File: config.mk
export PLATFORM = sky130hd
export DESIGN_NAME = csr_spmv_stream
export DESIGN_NICKNAME = d
export VERILOG_FILES = /design/src/rtl/csr_spmv_pkg.sv /design/src/rtl/csr_xmem.sv /design/src/rtl/csr_col_rebuild.sv /design/src/rtl/csr_mac.sv /design/src/rtl/csr_spmv_stream.sv
export SDC_FILE = /design/constraint.sdc
export NUM_CORES = 1
export LEC_CHECK = 0
export BUFFER_PORTS_ARGS = -buffer_cell sky130_fd_sc_hd__buf_2
export CAP_MARGIN = 20
export CORE_MARGIN = 3
export CORE_UTILIZATION = 40
export DETAILED_ROUTE_END_ITERATION = 16
export PLACE_DENSITY = 0.66
export SLEW_MARGIN = 20
export SYNTH_ARGS = -nofsm -noshare
export SYNTH_HDL_FRONTEND = slang
export SYNTH_SLANG_ARGS = --single-unit
File: constraint.sdc
create_clock -name clk_i -period 10.8 [get_ports clk_i]
set_input_delay 1.62 -clock clk_i [delete_from_list [all_inputs] [get_ports clk_i]]
set_output_delay 1.62 -clock clk_i [all_outputs]
set_load 0.005 [all_outputs]
File: src/rtl/csr_spmv_pkg.sv
package csr_spmv_pkg;
  typedef enum logic [2:0] {
    ST_IDLE,
    ST_HEAD,
    ST_PTR,
    ST_MAC,
    ST_EMIT
  } csr_state_e;
endpackage

File: src/rtl/csr_xmem.sv
module csr_xmem #(
  parameter int DEPTH = 8,
  parameter int AW    = 3,
  parameter int DW    = 16
) (
  input  logic                 clk_i,
  input  logic                 rst_ni,
  input  logic                 we_i,
  input  logic [AW-1:0]        wa_i,
  input  logic signed [DW-1:0] wd_i,
  input  logic [AW-1:0]        ra_i,
  output logic signed [DW-1:0] rd_o
);
  logic signed [DW-1:0] mem_q [DEPTH];

  for (genvar g = 0; g < DEPTH; g++) begin : g_word
    always_ff @(posedge clk_i or negedge rst_ni) begin
      if (!rst_ni)                         mem_q[g] <= '0;
      else if (we_i && wa_i == AW'(g))     mem_q[g] <= wd_i;
    end
  end

  assign rd_o = mem_q[ra_i];
endmodule

File: src/rtl/csr_col_rebuild.sv
module csr_col_rebuild #(
  parameter int IW = 3
) (
  input  logic          clk_i,
  input  logic          rst_ni,
  input  logic          row_start_i,
  input  logic          step_i,
  input  logic [IW-1:0] delta_i,
  output logic [IW-1:0] col_o
);
  logic [IW-1:0] base_q;
  logic          first_q;

  // first delta of a row is absolute
  assign col_o = first_q ? delta_i : base_q + delta_i;

  always_ff @(posedge clk_i or negedge rst_ni) begin
    if (!rst_ni) begin
      base_q  <= '0;
      first_q <= 1'b1;
    end else if (row_start_i) begin
      base_q  <= '0;
      first_q <= 1'b1;
    end else if (step_i) begin
      base_q  <= col_o;
      first_q <= 1'b0;
    end
  end
endmodule

File: src/rtl/csr_mac.sv
module csr_mac #(
  parameter int VW = 16,
  parameter int AW = 40,
  parameter int YW = 32
) (
  input  logic                 clk_i,
  input  logic                 rst_ni,
  input  logic                 clear_i,
  input  logic                 step_i,
  input  logic signed [VW-1:0] a_i,
  input  logic signed [VW-1:0] x_i,
  output logic signed [YW-1:0] y_o
);
  localparam int PW = 2 * VW;
  localparam int HW = AW - YW + 1;

  logic signed [PW-1:0] prod;
  logic signed [AW-1:0] prod_ext;
  logic signed [AW-1:0] acc_q;
  logic        [HW-1:0] top_bits;

  assign prod     = a_i * x_i;
  assign prod_ext = {{(AW-PW){prod[PW-1]}}, prod};

  always_ff @(posedge clk_i or negedge rst_ni) begin
    if (!rst_ni)      acc_q <= '0;
    else if (clear_i) acc_q <= '0;
    else if (step_i)  acc_q <= acc_q + prod_ext;
  end

  // clamp when the bits above the output sign disagree
  assign top_bits = acc_q[AW-1:YW-1];

  always_comb begin
    if (top_bits == '0 || top_bits == '1) y_o = acc_q[YW-1:0];
    else if (acc_q[AW-1])                 y_o = {1'b1, {(YW-1){1'b0}}};
    else                                  y_o = {1'b0, {(YW-1){1'b1}}};
  end
endmodule

File: src/rtl/csr_spmv_stream.sv
module csr_spmv_stream
  import csr_spmv_pkg::*;
#(
  parameter int ROWS_MAX = 8,
  parameter int COLS     = 8,
  parameter int PTR_W    = 16,
  parameter int VAL_W    = 16,
  parameter int ACC_W    = 40,
  parameter int Y_W      = 32,
  localparam int IDX_W   = $clog2(COLS),
  localparam int ROW_W   = $clog2(ROWS_MAX + 1)
) (
  input  logic                    clk_i,
  input  logic                    rst_ni,
  input  logic                    start_i,
  input  logic [ROW_W-1:0]        num_rows_i,
  input  logic                    x_we_i,
  input  logic [IDX_W-1:0]        x_addr_i,
  input  logic signed [VAL_W-1:0] x_data_i,
  input  logic                    ptr_valid_i,
  output logic                    ptr_ready_o,
  input  logic [PTR_W-1:0]        ptr_data_i,
  input  logic                    idx_valid_i,
  output logic                    idx_ready_o,
  input  logic [IDX_W-1:0]        idx_delta_i,
  input  logic                    val_valid_i,
  output logic                    val_ready_o,
  input  logic signed [VAL_W-1:0] val_data_i,
  output logic                    y_valid_o,
  input  logic                    y_ready_i,
  output logic signed [Y_W-1:0]   y_data_o,
  output logic                    done_o
);
  csr_state_e       state_q;
  logic [ROW_W-1:0] rows_q, row_q;
  logic [PTR_W-1:0] beg_q, left_q;
  logic             done_q;

  logic ptr_fire, pair_fire, out_fire, row_open, last_row;
  logic [IDX_W-1:0] col;
  logic signed [VAL_W-1:0] x_rd;

  assign ptr_ready_o = (state_q == ST_HEAD) || (state_q == ST_PTR);
  assign ptr_fire    = ptr_ready_o && ptr_valid_i;
  assign pair_fire   = (state_q == ST_MAC) && idx_valid_i && val_valid_i;
  assign idx_ready_o = pair_fire;
  assign val_ready_o = pair_fire;
  assign y_valid_o   = (state_q == ST_EMIT);
  assign out_fire    = y_valid_o && y_ready_i;
  assign row_open    = (state_q == ST_PTR) && ptr_fire;
  assign last_row    = (row_q == rows_q - ROW_W'(1));
  assign done_o      = done_q;

  csr_xmem #(.DEPTH(COLS), .AW(IDX_W), .DW(VAL_W)) u_xmem (
    .clk_i (clk_i),
    .rst_ni(rst_ni),
    .we_i  (x_we_i),
    .wa_i  (x_addr_i),
    .wd_i  (x_data_i),
    .ra_i  (col),
    .rd_o  (x_rd)
  );

  csr_col_rebuild #(.IW(IDX_W)) u_col (
    .clk_i      (clk_i),
    .rst_ni     (rst_ni),
    .row_start_i(row_open),
    .step_i     (pair_fire),
    .delta_i    (idx_delta_i),
    .col_o      (col)
  );

  csr_mac #(.VW(VAL_W), .AW(ACC_W), .YW(Y_W)) u_mac (
    .clk_i  (clk_i),
    .rst_ni (rst_ni),
    .clear_i(row_open),
    .step_i (pair_fire),
    .a_i    (val_data_i),
    .x_i    (x_rd),
    .y_o    (y_data_o)
  );

  always_ff @(posedge clk_i or negedge rst_ni) begin
    if (!rst_ni) begin
      state_q <= ST_IDLE;
      rows_q  <= '0;
      row_q   <= '0;
      beg_q   <= '0;
      left_q  <= '0;
      done_q  <= 1'b0;
    end else begin
      done_q <= 1'b0;
      unique case (state_q)
        ST_IDLE: if (start_i) begin
          rows_q  <= num_rows_i;
          row_q   <= '0;
          state_q <= ST_HEAD;
        end
        ST_HEAD: if (ptr_fire) begin
          beg_q <= ptr_data_i;
          if (rows_q == '0) begin
            done_q  <= 1'b1;
            state_q <= ST_IDLE;
          end else begin
            state_q <= ST_PTR;
          end
        end
        ST_PTR: if (ptr_fire) begin
          left_q  <= ptr_data_i - beg_q;
          beg_q   <= ptr_data_i;
          state_q <= (ptr_data_i == beg_q) ? ST_EMIT : ST_MAC;
        end
        ST_MAC: if (pair_fire) begin
          left_q <= left_q - PTR_W'(1);
          if (left_q == PTR_W'(1)) state_q <= ST_EMIT;
        end
        ST_EMIT: if (out_fire) begin
          if (last_row) begin
            done_q  <= 1'b1;
            state_q <= ST_IDLE;
          end else begin
            row_q   <= row_q + ROW_W'(1);
            state_q <= ST_PTR;
          end
        end
        default: state_q <= ST_IDLE;
      endcase
    end
  end
endmodule

==> flow_metrics.py, run 1 <==
metrics = {
    "outcome": {
        "status": "completed",
    },
    "global_route": {
        "track_usage_pct": 18.85,
        "grt_pass1_vias": 17800,
        "antenna_found_initial": 0,
        "grt_start_max_net_pins": 135,
        "overflow": 0,
        "grt_pass1_wl_um": 93230,
    },
    "sta": {
        "rsz0062_at_grt": "false",
        "fin_hold_ws_ns": 0.4953,
        "finalSetupViolCount": 0,
        "fin_crit_ns": 9.576,
        "fmax_ghz": 0.1044,
        "clock_skew_ns": 0.01983,
        "slew_headroom_pct": 28.81,
        "fin_crit_sh_pct": 88.67,
        "slew_violations": 0,
        "worst_pin_slew_ns": 1.064,
        "finalSetupTns_ns": 0,
        "hold_viol_final": 0,
    },
    "synth": {
        "yosysWarningCount": 0,
        "muxShareOfSynthArea_pct": 10.54,
        "ys.flop_type": "dfrtp_1",
        "synth_top_cells_by_area": "fa_1 29%, dfrtp_1 23%, ha_1 7.3%, inv_1 7.1%, mux2_2 7.0%",
        "synth_top_family_by_area": "adder cells",
        "synthAdderAreaFrac_pct": 36.04,
        "netlist_instances": 2272,
        "synth_fp_nets": 2806,
        "ys_ff_latch": 216,
        "synth_top_area_share_pct": 28.69,
        "post-synth-top-area-cell": "fa_1",
        "synth-compound-area-share_pct": 7.783,
        "syn_area_um2": 23160,
        "async_flop_share_pct": 100.0,
        "syn_avg_cell_area_um2": 10.20,
        "ys_types": 69,
        "synthSimpleGateAreaFrac_pct": 11.53,
        "synth_xor_area_share_pct": 2.144,
        "yosysSeqAreaShare_pct": 23.34,
        "synth_edf_count": 0,
    },
    "clock_network": {
        "post_cts_buffers": 0,
        "clkTransAtPathRegs_ns": 0.06,
        "h-tree-depth": 1,
        "clk_path_buf_depth": 3,
        "numCtsBuffers": 26,
        "clock-sinks": 216,
        "clock-root-buffer": "clkbuf_16",
        "worstSkewPairLatency_ns": 0.55,
        "cts_resized": 0,
        "postCtsHoldBufs": 0,
        "cts_tree": "built",
    },
    "route": {
        "num_vias": 16150,
        "drc": 0,
        "drt_iter0_drc": 918,
        "routed_wl_um": 54570,
        "drt-vias-per-instance": 5.189,
        "dr.pass1.iters": 5,
        "avgRoutedWirePerCell_um": 17.53,
        "ant_nets": 0,
    },
    "worst_setup_path": {
        "r2r_start": "u_col.base_q[0]$_DFFE_PN0P_",
        "rr_worst_depth": 29,
        "cpPeakStageDelay_ns": 0.77,
        "rrSetupSlack_ns": 2.06,
        "worst-path-buf-inv": 7,
        "path_class": "primary input to register",
        "worstPathArrival_ns": 10.00,
        "start_kind": "primary input",
        "cp_top_family": "adder cells",
        "worstPathRequired_ns": 11.23,
        "cp_slowest_cell": "xnor2_2",
        "r2r_end": "u_mac.acc_q[31]$_DFFE_PN0P_",
        "path_max_fanout": 16,
        "path_common_cell": "fa_1",
        "endpoint_kind": "register",
    },
    "die": {
        "rows": 87,
        "io_pins": 103,
        "die-height_um": 246.7,
        "dieArea_um2": 60840,
        "die_w_um": 246.7,
        "initial_core_util_pct": 40.77,
        "core_um2": 56820,
    },
    "layout": {
        "mostFrequentLayoutCell": "inv_1",
        "diodes": 0,
        "syn2layout_area_growth_pct": 9.517,
        "drive_gt1_share_pct": 15.32,
        "design_area_um2": 25370,
        "mostFrequentLayoutCells": "437 x inv_1, 332 x fa_1, 215 x dfrtp_1",
        "final_nets": 2875,
    },
    "worst_hold_path": {
        "hold_path.class": "register to register",
        "worstHoldEndpoint": "u_xmem.mem_q[67]$_DFFE_PN0P_",
        "hold_start": "u_xmem.mem_q[67]$_DFFE_PN0P_",
        "worstHoldPathCells": 1,
    },
    "run": {
        "cap_viol_max_count": 0,
    },
    "placed_design": {
        "io_buffers": 102,
        "gp_congestion": 0.8775,
        "dpl_cell_area_um2": 24550,
        "dp_hpwl_um": 43230,
    },
}
-- synth_stat cells, types with 9 or more instances --
cell type  instances
inv_1            437
fa_1             332
dfrtp_1          215
nand2_1          201
mux2_2           143
ha_1             136
o21ai_0           89
nor2_1            68
clkbuf_1          65
nor2b_1           65
and2_1            64
a21oi_1           57
a21o_1            48
nand3_1           45
xnor2_1           34
mux4_2            31
nor3_1            24
xor2_1            19
buf_2             17
nand2b_1          17
nor4_1            10
o21a_1            10
o21ai_1           10
nand4_1            9
-- kinds of logic (layout without fill, tap and decap cells) --
group                      Yosys count  count (layout)
DFF                                216             216
xor gates and xnor gates            55              55
adders and majority gates          468             468
muxes                              184             184
and+or+nand+nor                    541             541
buffers and inverters              524             608
AOI/OAI and AO/OA                  284             284
-- flip-flops by register name, indices dropped and copies added (netlist names), 3 cells and up --
signal        count
u_mac.acc_q      40
u_col.base_q      3
rows_q            4
u_xmem.mem_q    128
state_q           3
row_q             4
left_q           16
beg_q            16
-- how the worst max path moves through the flow --
stage	from	endpoint	cells past startpoint	slack (ns)
after global placement	idx_delta_i[0]	u_mac.acc_q[34]$_DFFE_PN0P_	31	0.74
after global routing	idx_delta_i[0]	u_mac.acc_q[31]$_DFFE_PN0P_	30	0.73
after floorplan	idx_delta_i[0]	u_mac.acc_q[34]$_DFFE_PN0P_	31	1.01
after CTS	idx_delta_i[0]	u_mac.acc_q[34]$_DFFE_PN0P_	31	1.20
after detailed placement	idx_delta_i[0]	u_mac.acc_q[34]$_DFFE_PN0P_	31	0.67
final	idx_delta_i[0]	u_mac.acc_q[31]$_DFFE_PN0P_	30	1.22
-- final cells by class --
| cell class | instances | area (um^2) |
|---|---|---|
| flip-flops and latches | 216 | 5406 |
| clock buffers | 36 | 708.2 |
| inverters | 437 | 1640 |
| well taps | 756 | 945.9 |
| repair buffers | 128 | 759.5 |
| multi-input cells | 1532 | 15850 |
| clock inverters | 7 | 63.81 |
| fillers | 5320 | 31450 |
-- per-stage QoR --
| stage | worst slack (ns) | instances | util [%] |
|---|---|---|---|
| 3_3_place_gp | 0.7417 | 3067 | 43.21 |
| 4_1_cts | 1.205 | 3110 | 44.57 |
| 3_5_place_dp | 0.6711 | 3067 | 43.21 |
| 5_1_grt | 0.7335 | 3112 | 44.65 |
| 6_report | 1.224 | 3112 | 44.65 |
| 2_1_floorplan | 1.010 | 2272 | - |
-- per-layer routing --
layer | track usage (%) | part of all wire, %
met1 | 25.59 | 44
met2 | 32.60 | 50
met3 | 2.407 | 4.5
met4 | 3.643 | 1.6
met5 | 0 | 0
Power of run 1 is left out: the tool's default activity adds up to more than one toggle a clock period on the data nets, which glitch-free logic cannot reach.
==> run 2: changes to the inputs <==
--- a/config.mk
+++ b/config.mk
@@ -10,5 +10,5 @@
 export CORE_MARGIN = 3
-export CORE_UTILIZATION = 40
+export CORE_UTILIZATION = 60
 export DETAILED_ROUTE_END_ITERATION = 16
-export PLACE_DENSITY = 0.66
+export PLACE_DENSITY = 0.88
 export SLEW_MARGIN = 20
--- a/constraint.sdc
+++ b/constraint.sdc
@@ -3,2 +3,2 @@
 set_output_delay 1.62 -clock clk_i [all_outputs]
-set_load 0.005 [all_outputs]
+set_load 0.02 [all_outputs]
==> flow_metrics.py, run 2 (synthesized netlist as in run 1, its figures left out) <==
metrics = {
    "global_route": {
        "overflow": 0,
        "gr-usage-met3_pct": 6.766,
        "antenna_found_initial": 3,
        "track_usage_pct": 29.53,
        "met2_usage_pct": 49.75,
        "grt_pass1_vias": 19010,
        "grt_start_max_net_pins": 127,
        "use_met1_pct": 37.01,
        "grt_busiest_layer": "met2",
        "grt_pass1_wl_um": 97310,
    },
    "worst_setup_path": {
        "path_class": "primary input to register",
        "start_kind": "primary input",
        "path_max_fanout": 16,
        "rrSetupSlack_ns": 2.07,
        "endpoint_kind": "register",
        "rr_worst_depth": 27,
        "cpPeakStageDelay_ns": 0.64,
        "worstPathArrival_ns": 10.00,
        "cp_slowest_cell": "mux2i_4",
        "cp_top_family": "adder cells",
        "path_common_cell": "fa_1",
        "worstPathRequired_ns": 11.25,
        "worst-path-buf-inv": 7,
        "r2r_end": "u_mac.acc_q[31]$_DFFE_PN0P_",
        "r2r_start": "u_col.base_q[0]$_DFFE_PN0P_",
    },
    "clock_network": {
        "post_cts_buffers": 0,
        "clock-root-buffer": "clkbuf_16",
        "h-tree-depth": 1,
        "cts_tree": "built",
        "numCtsBuffers": 25,
        "postCtsHoldBufs": 0,
        "clock-sinks": 216,
        "clkTransAtPathRegs_ns": 0.06,
        "worstSkewPairLatency_ns": 0.56,
        "cts_resized": 0,
        "clk_path_buf_depth": 3,
    },
    "sta": {
        "fmax_ghz": 0.1047,
        "worst_pin_slew_ns": 0.9771,
        "fin_crit_sh_pct": 88.42,
        "clock_skew_ns": 0.01719,
        "finalSetupViolCount": 0,
        "fin_crit_ns": 9.549,
        "hold_viol_final": 0,
        "slew_headroom_pct": 34.86,
        "finalSetupTns_ns": 0,
        "rsz0062_at_grt": "false",
        "slew_violations": 0,
    },
    "route": {
        "drt_iter0_drc": 1493,
        "dr.pass1.iters": 8,
        "avgRoutedWirePerCell_um": 20.31,
        "routed_wl_um": 58440,
        "num_vias": 17200,
        "drt-vias-per-instance": 5.977,
        "ant_nets": 0,
        "drc": 0,
    },
    "layout": {
        "max_flop_register": "u_xmem.mem_q",
        "largest_reg_flops": 128,
        "final_nets": 2882,
        "mostFrequentLayoutCells": "437 x inv_1, 332 x fa_1, 215 x dfrtp_1",
        "design_area_um2": 25150,
        "drive_gt1_share_pct": 15.78,
        "mostFrequentLayoutCell": "inv_1",
        "syn2layout_area_growth_pct": 8.561,
        "reg_top3": "u_xmem.mem_q x128, u_mac.acc_q x40",
    },
    "worst_hold_path": {
        "hold_path.class": "register to register",
        "worstHoldEndpoint": "u_xmem.mem_q[10]$_DFFE_PN0P_",
        "worstHoldPathCells": 1,
        "hold_start": "u_xmem.mem_q[10]$_DFFE_PN0P_",
    },
    "die": {
        "die-height_um": 202.5,
        "initial_core_util_pct": 61.21,
        "die_w_um": 202.5,
        "io_pins": 103,
        "core_um2": 37840,
        "dieArea_um2": 41000,
        "rows": 71,
    },
    "placed_design": {
        "io_buffers": 102,
        "dpl_cell_area_um2": 24310,
        "dp_hpwl_um": 43460,
        "gp_congestion": 0.9149,
    },
    "outcome": {
        "status": "completed",
    },
    "run": {
        "cap_viol_max_count": 0,
    },
}
run 2: cell count changes in the layout (fill, tap and decap cells not counted), sizes merged:
| cell | delta |
|---|---|
| clkinv | +1 |
| bufinv | +1 |
| buf | +8 |
| diode | +3 |
| clkbuf | -5 |
| clkinvlp | +1 |
| inv | +2 |
run 2: layer usage:
metal / share of wire, % / up-vias
met2: 49 / 872
met3: 9.3 / 207
met4: 4.7 / 0
met1: 37 / 8703
li1: - / 7421
met5: 0 / -
run 2: worst reg2reg max path, cell delays in order (launching register included):
cell	delay, ns
dfrtp_1	0.39
ha_1	0.32
mux2i_4	0.64
buf_4	0.26
mux4_2	0.48
mux2_2	0.43
and2_1	0.24
fa_1	0.50
inv_1	0.05
fa_1	0.48
fa_1	0.52
fa_1	0.58
inv_1	0.07
fa_1	0.52
inv_1	0.06
fa_1	0.47
inv_1	0.04
ha_1	0.34
a211oi_1	0.31
nor2_1	0.14
a22oi_1	0.19
buf_4	0.17
a21boi_1	0.10
o31ai_2	0.45
nand2_1	0.14
and2_1	0.18
or3_1	0.31
a32o_1	0.25
run 2: through the flow:
step	util [%]	hold WS (ns)	instances	worst slack, ns
2_1_floorplan	-	0.4680	2272	1.010
3_3_place_gp	64.17	0.4821	2828	0.9333
3_5_place_dp	64.23	0.4926	2830	0.7697
4_1_cts	66.34	0.5060	2873	1.324
5_1_grt	66.45	0.5148	2878	0.8286
6_report	66.45	0.5048	2878	1.251
run 2: cell type report:
type	instances	area (um^2)
timing repair buffer	136	814.5
fill	2718	12700
sequential	216	5406
clock buffer	31	678.2
clock inverter	12	120.1
tap	511	639.4
inverter	437	1640
multi-input combinational	1532	15840
antenna	3	7.507
run 2: how the worst max path moves through the flow:
stage,cells after the start,endpoint,startpoint,slack (ns)
2_1_floorplan,31,u_mac.acc_q[34]$_DFFE_PN0P_,idx_delta_i[0],1.01
3_3_place_gp,29,u_mac.acc_q[34]$_DFFE_PN0P_,idx_delta_i[0],0.93
3_5_place_dp,29,u_mac.acc_q[34]$_DFFE_PN0P_,idx_delta_i[0],0.77
4_1_cts,27,u_mac.acc_q[34]$_DFFE_PN0P_,idx_delta_i[0],1.32
5_1_grt,27,u_mac.acc_q[34]$_DFFE_PN0P_,idx_delta_i[0],0.83
6_report,28,u_mac.acc_q[31]$_DFFE_PN0P_,idx_delta_i[0],1.25
Power of run 2 is left out for the same reason.
